`src/rtl/pulse_timer_pkg.sv`:
```
package pulse_timer_pkg;
  typedef enum logic [1:0] {
    OM_HI_FIRST = 2'd0,
    OM_LO_FIRST = 2'd1,
    OM_FORCE_LO = 2'd2,
    OM_FORCE_HI = 2'd3
  } omode_e;

  function automatic logic is_pwm(input omode_e m);
    return (m == OM_HI_FIRST) || (m == OM_LO_FIRST);
  endfunction
endpackage

```
`src/rtl/pt_ctrl.sv`:
```
module pt_ctrl #(
  parameter bit HAS_FAST = 1'b1
) (
  input  logic clk_i,
  input  logic rst_ni,
  input  logic trig_i,
  input  logic en_wr_i,
  input  logic en_wdata_i,
  input  logic one_shot_i,
  input  logic fast_req_i,
  input  logic upd_i,
  output logic en_o,
  output logic sw_clr_o,
  output logic fast_nx_o
);
  logic trig_q, en_q, en_d, rise, start_trig;

  always_ff @(posedge clk_i or negedge rst_ni) begin
    if (!rst_ni) begin
      trig_q <= 1'b0;
      en_q   <= 1'b0;
    end else begin
      trig_q <= trig_i;
      en_q   <= en_d;
    end
  end

  assign rise       = trig_i & ~trig_q;
  assign start_trig = one_shot_i & rise & ~en_q;
  assign sw_clr_o   = en_wr_i & ~en_wdata_i;

  // software write wins, then trigger start, then single-pulse stop
  always_comb begin
    en_d = en_q;
    if (en_wr_i)                  en_d = en_wdata_i;
    else if (start_trig)          en_d = 1'b1;
    else if (upd_i && one_shot_i) en_d = 1'b0;
  end

  generate
    if (HAS_FAST) begin : g_fast
      logic fast_q, fast_d;
      assign fast_d = en_d & ((start_trig & ~en_wr_i & fast_req_i) | fast_q);
      always_ff @(posedge clk_i or negedge rst_ni) begin
        if (!rst_ni) fast_q <= 1'b0;
        else         fast_q <= fast_d;
      end
      assign fast_nx_o = fast_d;
    end else begin : g_nofast
      logic unused_fast;
      assign unused_fast = fast_req_i;
      assign fast_nx_o   = 1'b0;
    end
  endgenerate

  assign en_o = en_q;
endmodule

```
`src/rtl/pt_counter.sv`:
```
module pt_counter #(
  parameter int W = 16
) (
  input  logic         clk_i,
  input  logic         rst_ni,
  input  logic         en_i,
  input  logic         hold_i,
  input  logic [W-1:0] reload_i,
  output logic [W-1:0] cnt_o,
  output logic         upd_o
);
  localparam logic [W-1:0] ONE = W'(1);
  logic [W-1:0] cnt_q;
  logic         run;

  assign run   = en_i & ~hold_i;
  assign upd_o = run & (cnt_q == reload_i);

  always_ff @(posedge clk_i or negedge rst_ni) begin
    if (!rst_ni)    cnt_q <= '0;
    else if (upd_o) cnt_q <= '0;
    else if (run)   cnt_q <= cnt_q + ONE;
  end

  assign cnt_o = cnt_q;
endmodule

```
`src/rtl/pt_compare.sv`:
```
module pt_compare
  import pulse_timer_pkg::*;
#(
  parameter int W = 16
) (
  input  logic         clk_i,
  input  logic         rst_ni,
  input  omode_e       mode_i,
  input  logic [W-1:0] cnt_i,
  input  logic [W-1:0] cmp_i,
  input  logic         fast_nx_i,
  output logic         oref_o
);
  logic below, oref_d, oref_q;

  assign below = cnt_i < cmp_i;

  always_comb begin
    unique case (mode_i)
      OM_HI_FIRST: oref_d = fast_nx_i ? 1'b0 : below;
      OM_LO_FIRST: oref_d = fast_nx_i ? 1'b1 : ~below;
      OM_FORCE_LO: oref_d = 1'b0;
      default:     oref_d = 1'b1;
    endcase
  end

  always_ff @(posedge clk_i or negedge rst_ni) begin
    if (!rst_ni) oref_q <= 1'b0;
    else         oref_q <= oref_d;
  end

  assign oref_o = oref_q;
endmodule

```
`src/rtl/pulse_timer.sv`:
```
module pulse_timer
  import pulse_timer_pkg::*;
#(
  parameter int W        = 16,
  parameter bit HAS_FAST = 1'b1
) (
  input  logic         clk_i,
  input  logic         rst_ni,
  input  logic         trig_i,
  input  logic         en_wr_i,
  input  logic         en_wdata_i,
  input  logic         one_shot_i,
  input  logic [1:0]   mode_i,
  input  logic         fast_en_i,
  input  logic [W-1:0] cmp_i,
  input  logic [W-1:0] reload_i,
  output logic         en_o,
  output logic [W-1:0] cnt_o,
  output logic         oref_o
);
  omode_e mode;
  logic   en, sw_clr, upd, fast_nx, fast_req;

  assign mode     = omode_e'(mode_i);
  assign fast_req = fast_en_i & is_pwm(mode);

  pt_ctrl #(.HAS_FAST(HAS_FAST)) u_ctrl (
    .clk_i(clk_i), .rst_ni(rst_ni), .trig_i(trig_i),
    .en_wr_i(en_wr_i), .en_wdata_i(en_wdata_i), .one_shot_i(one_shot_i),
    .fast_req_i(fast_req), .upd_i(upd),
    .en_o(en), .sw_clr_o(sw_clr), .fast_nx_o(fast_nx)
  );

  pt_counter #(.W(W)) u_cnt (
    .clk_i(clk_i), .rst_ni(rst_ni), .en_i(en), .hold_i(sw_clr),
    .reload_i(reload_i), .cnt_o(cnt_o), .upd_o(upd)
  );

  pt_compare #(.W(W)) u_cmp (
    .clk_i(clk_i), .rst_ni(rst_ni), .mode_i(mode), .cnt_i(cnt_o),
    .cmp_i(cmp_i), .fast_nx_i(fast_nx), .oref_o(oref_o)
  );

  assign en_o = en;
endmodule

```
`config.mk`:
```
export PLATFORM = sky130hd
export DESIGN_NAME = pulse_timer
export DESIGN_NICKNAME = d
export VERILOG_FILES = /design/src/rtl/pulse_timer_pkg.sv /design/src/rtl/pt_ctrl.sv /design/src/rtl/pt_counter.sv /design/src/rtl/pt_compare.sv /design/src/rtl/pulse_timer.sv
export SDC_FILE = /design/constraint.sdc
export NUM_CORES = 1
export LEC_CHECK = 0
export BUFFER_PORTS_ARGS = -buffer_cell sky130_fd_sc_hd__buf_2
export CAP_MARGIN = 20
export CORE_ASPECT_RATIO = 1.1
export CORE_MARGIN = 2
export CORE_UTILIZATION = 44
export CTS_CLUSTER_SIZE = 25
export DETAILED_ROUTE_END_ITERATION = 12
export PLACE_DENSITY = 0.8
export SYNTH_ARGS = -nofsm -noshare
export SYNTH_HDL_FRONTEND = slang
export SYNTH_SLANG_ARGS = --single-unit
export TNS_END_PERCENT = 50
```
`constraint.sdc`:
```
create_clock -name clk_i -period 1.73 [get_ports clk_i]
set_clock_uncertainty 0.2 [all_clocks]
set_input_delay 0.0865 -clock clk_i [delete_from_list [all_inputs] [get_ports clk_i]]
set_output_delay 0.0865 -clock clk_i [all_outputs]
set_load 0.05 [all_outputs]
```
==> out/qor.txt <==
Final core occ = 69.3%
Outcome = finished with violations
Fin Hold WS = 0.0391 ns
Worst slew pin tran = 0.473 ns
Failing checks = setup timing
Fin crit period = 1.93 ns
Worst-path maximum fanout = 4
TritonCTS Buffers = 3
Levels on crit path = 7
Mux contribution to synthesized area = 0%
Final setup vio count = 18
H-tree Lvls = 1
Worst reg2reg path depth = 7
Crit path cell chain = buf_4 > xor2_1 > nor3_2 > nand3_2 > o21a_4 > nor3_2 > xor2_1
Clock root buffer = clkbuf_4
Cells after Synth = 172
Hold Path Cell Cnt = 4
Clk sink count = 20
CP max stage cell = dfrtp_2
Vias per cell = 5.10
First-pass GRT wire length = 7.24 mm
Rel. slew slack = 68.4%
Adder-Cell Fraction of Synth Area = 12.7%
GPL Wtd Cong = 0.905
Worst-Skew Late Latency = 0.30 ns
CORE AREA = 0.00339 mm²
Setup crit end kind = register
Post-route ant nets = 0
Max Cap Viol = 0
Register area share after synthesis = 31.7%
Fin worst setup slack = -0.196 ns
Total GRT Usage = 23.8%
Main combinational cell family by area after synthesis = simple AND/OR/NAND/NOR gates
Post-Syn Nets = 229
Max Clock Freq = 519 MHz
Synth unique cells = 37
Avg Cell Area, Syn = 9.17 µm²
Via count = 1608
CP required = 1.77 ns
Worst Setup Start Kind = register
CP Buf/Inv Count = 1
Pleak = 0.00121 µW
Period Utilization, post-route = 111%
Starting Density = 46.6%
Crit path kind = register to register
WP data arrival = 1.97 ns
Port-buffer cells = 58
Slew Limit Fails = 0
#FFs+latches synth = 20
Post-Syn Area = 0.00158 mm²
Chip width = 61.1 µm
Per-cell routed wire length = 14.4 µm
Synth Area in XOR/XNOR = 17.7%
Ant. Diodes = 0
Residual DRC = 0
Largest net degree at the start of global routing = 21
Share of post-route cells with drive strength above 1 = 48.7%
Drt initial violations = 55
Die area = 0.00408 mm²
Peak supply drop = 456 µV
Yosys warning total = 0
Number of global-route vias before repair = 1659
Tightest Hold Check Type = input pin to register
Gr ovfl total = 0
Final hold violations = 0
Hpwl dp = 3.56 mm
Area Overhead vs Synth = 48.7%
PD cells = 969 mW/mm²
Core Rows = 22
Clk slew on worst S/H paths = 0.12 ns
CTS tree = done
Compound-cell area share of the yosys netlist = 7.93%
DRT Wirelength = 4.53 mm
I/O Pins = 59
Post-Synth Simple-Gate Area = 24.4%
RSZ-0062 raised after global routing = true
Die Y = 66.8 µm
Drt pass-1 iters = 4
Top delay family on crit path = simple AND/OR/NAND/NOR gates
Worst stage delay on the critical path = 0.44 ns
Initial antenna violation count = 0
Worst-case clock buffer depth = 2
Final nets = 325
metal layers:
metal	up-vias	GRT usage, %	wire length (µm)
li1	778	-	-
met1	770	26.1	1710
met2	51	46.0	2530
met3	9	3.88	199
met4	0	5.43	87
met5	-	0	0
cells by family after synthesis:
kind of cell | Yosys count
DFF | 20
AOI/OAI and AO/OA | 19
adders and majority gates | 16
and+or+nand+nor | 64
xor gates and xnor gates | 31
buffers and inverters | 22
tightest hold or removal path: cells and delay by family:
| kind | cells | cell delay [ns] |
|---|---|---|
| compound gates | 3 | 0.34 |
| buf+inv | 1 | 0.09 |
cell usage in the layout (no fill, tap or decap), types with 2 or more instances in the layout:
master,Yosys,routed
dfrtp_1,20,4
nor3_2,2,3
nor2_1,16,14
buf_4,1,27
nand3_1,9,8
xor2_1,24,24
dfrtp_2,0,16
nand4_1,7,7
ha_1,16,16
nor2b_1,3,3
nand3_2,1,2
o21ai_0,5,3
and3_1,2,2
inv_1,20,20
clkbuf_4,0,3
a31oi_1,2,2
buf_12,0,2
nor4_4,1,2
nand2_1,11,11
dlygate4sd3_1,0,5
xnor2_1,6,4
nand2b_1,2,2
buf_2,1,58
nor2_2,0,2
a21oi_1,4,3
xnor2_2,1,3
layout make-up:
| cell class | instances | area, µm² |
|---|---|---|
| flip-flops and latches | 20 | 520 |
| fillers | 273 | 1040 |
| well taps | 48 | 60.1 |
| repair buffers | 93 | 594 |
| multi-input cells | 130 | 1060 |
| clock buffers | 4 | 36.3 |
| inverters | 20 | 75.1 |
sequential cells by signal, indices dropped and copies added (netlist names):
| signal | cells |
|---|---|
| u_ctrl.trig_q | 1 |
| u_ctrl.g_fast.fast_q | 1 |
| u_cnt.cnt_o | 16 |
| u_cmp.oref_o | 1 |
| u_ctrl.en_o | 1 |
synth_stat cells:
cell type | count | area, µm²
nand2_1 | 11 | 41.3
inv_1 | 20 | 75.1
nor3_2 | 2 | 20.0
o221ai_1 | 1 | 8.76
and3_1 | 2 | 12.5
nor3_1 | 2 | 10.0
xnor2_2 | 1 | 16.3
nor4_2 | 2 | 25.0
ha_1 | 16 | 200
o31a_1 | 1 | 8.76
a41oi_1 | 1 | 8.76
o211ai_1 | 1 | 7.51
a211oi_1 | 1 | 7.51
nor4_4 | 1 | 21.3
o21a_2 | 1 | 8.76
or3b_4 | 1 | 11.3
nand2b_1 | 2 | 12.5
a211o_1 | 1 | 8.76
xor2_1 | 24 | 210
nand3_2 | 1 | 10.0
a2111oi_0 | 1 | 8.76
nand3_1 | 9 | 45.0
nor2b_1 | 3 | 18.8
a31oi_1 | 2 | 12.5
nor3_4 | 1 | 16.3
o21ai_0 | 5 | 25.0
dfrtp_1 | 20 | 500
a21oi_1 | 4 | 20.0
nand4bb_2 | 1 | 16.3
nor2_1 | 16 | 60.1
buf_2 | 1 | 5.00
nand4_1 | 7 | 43.8
or3_1 | 1 | 6.26
buf_4 | 1 | 7.51
nor4b_1 | 1 | 8.76
xnor2_1 | 6 | 52.6
and2_1 | 1 | 6.26
timing repair:
action,CTS,global route
setup buffers,3,1
setup endpoints to repair,18,19
pin swaps,6,8
resized for setup,8,8
hold buffers,5,0
hold endpoints to repair,23,0
stage by stage:
step	TNS (ns)	cell area [µm²]	std cells	power, µW	worst slack, ns
4_1_cts	-2.58	2310	314	2240	-0.180
3_3_place_gp	-2.08	2160	302	1850	-0.147
2_1_floorplan	-3.80	1610	172	1420	-0.257
3_5_place_dp	-2.28	2160	302	1890	-0.212
6_report	-2.67	2350	315	2270	-0.196
5_1_grt	-4.26	2350	315	2410	-0.285
final timing paths:
check | to | from | slack (ns)
min in group asynchronous | u_cmp.oref_o$_DFF_PN0_ | rst_ni | 0.05
min reg2reg | u_cnt.cnt_o[0]$_DFFE_PN0P_ | u_cnt.cnt_o[0]$_DFFE_PN0P_ | 0.37
max in group asynchronous | u_cnt.cnt_o[8]$_DFFE_PN0P_ | rst_ni | 0.93
max reg2reg | u_cmp.oref_o$_DFF_PN0_ | u_cnt.cnt_o[9]$_DFFE_PN0P_ | -0.20
max | u_cmp.oref_o$_DFF_PN0_ | u_cnt.cnt_o[9]$_DFFE_PN0P_ | -0.20
min | u_ctrl.g_fast.fast_q$_DFF_PN0_ | fast_en_i | 0.04
report_power, final:
| group | internal (µW) | switching (µW) | leakage [µW] | total [µW] |
|---|---|---|---|---|
| logic | 523 | 754 | 0.000956 | 1280 |
| registers | 570 | 143 | 0.000235 | 713 |
| clock network | 128 | 155 | 0.0000210 | 283 |
| total | 1220 | 1050 | 0.00121 | 2270 |
(Power assumes the default switching activity.)
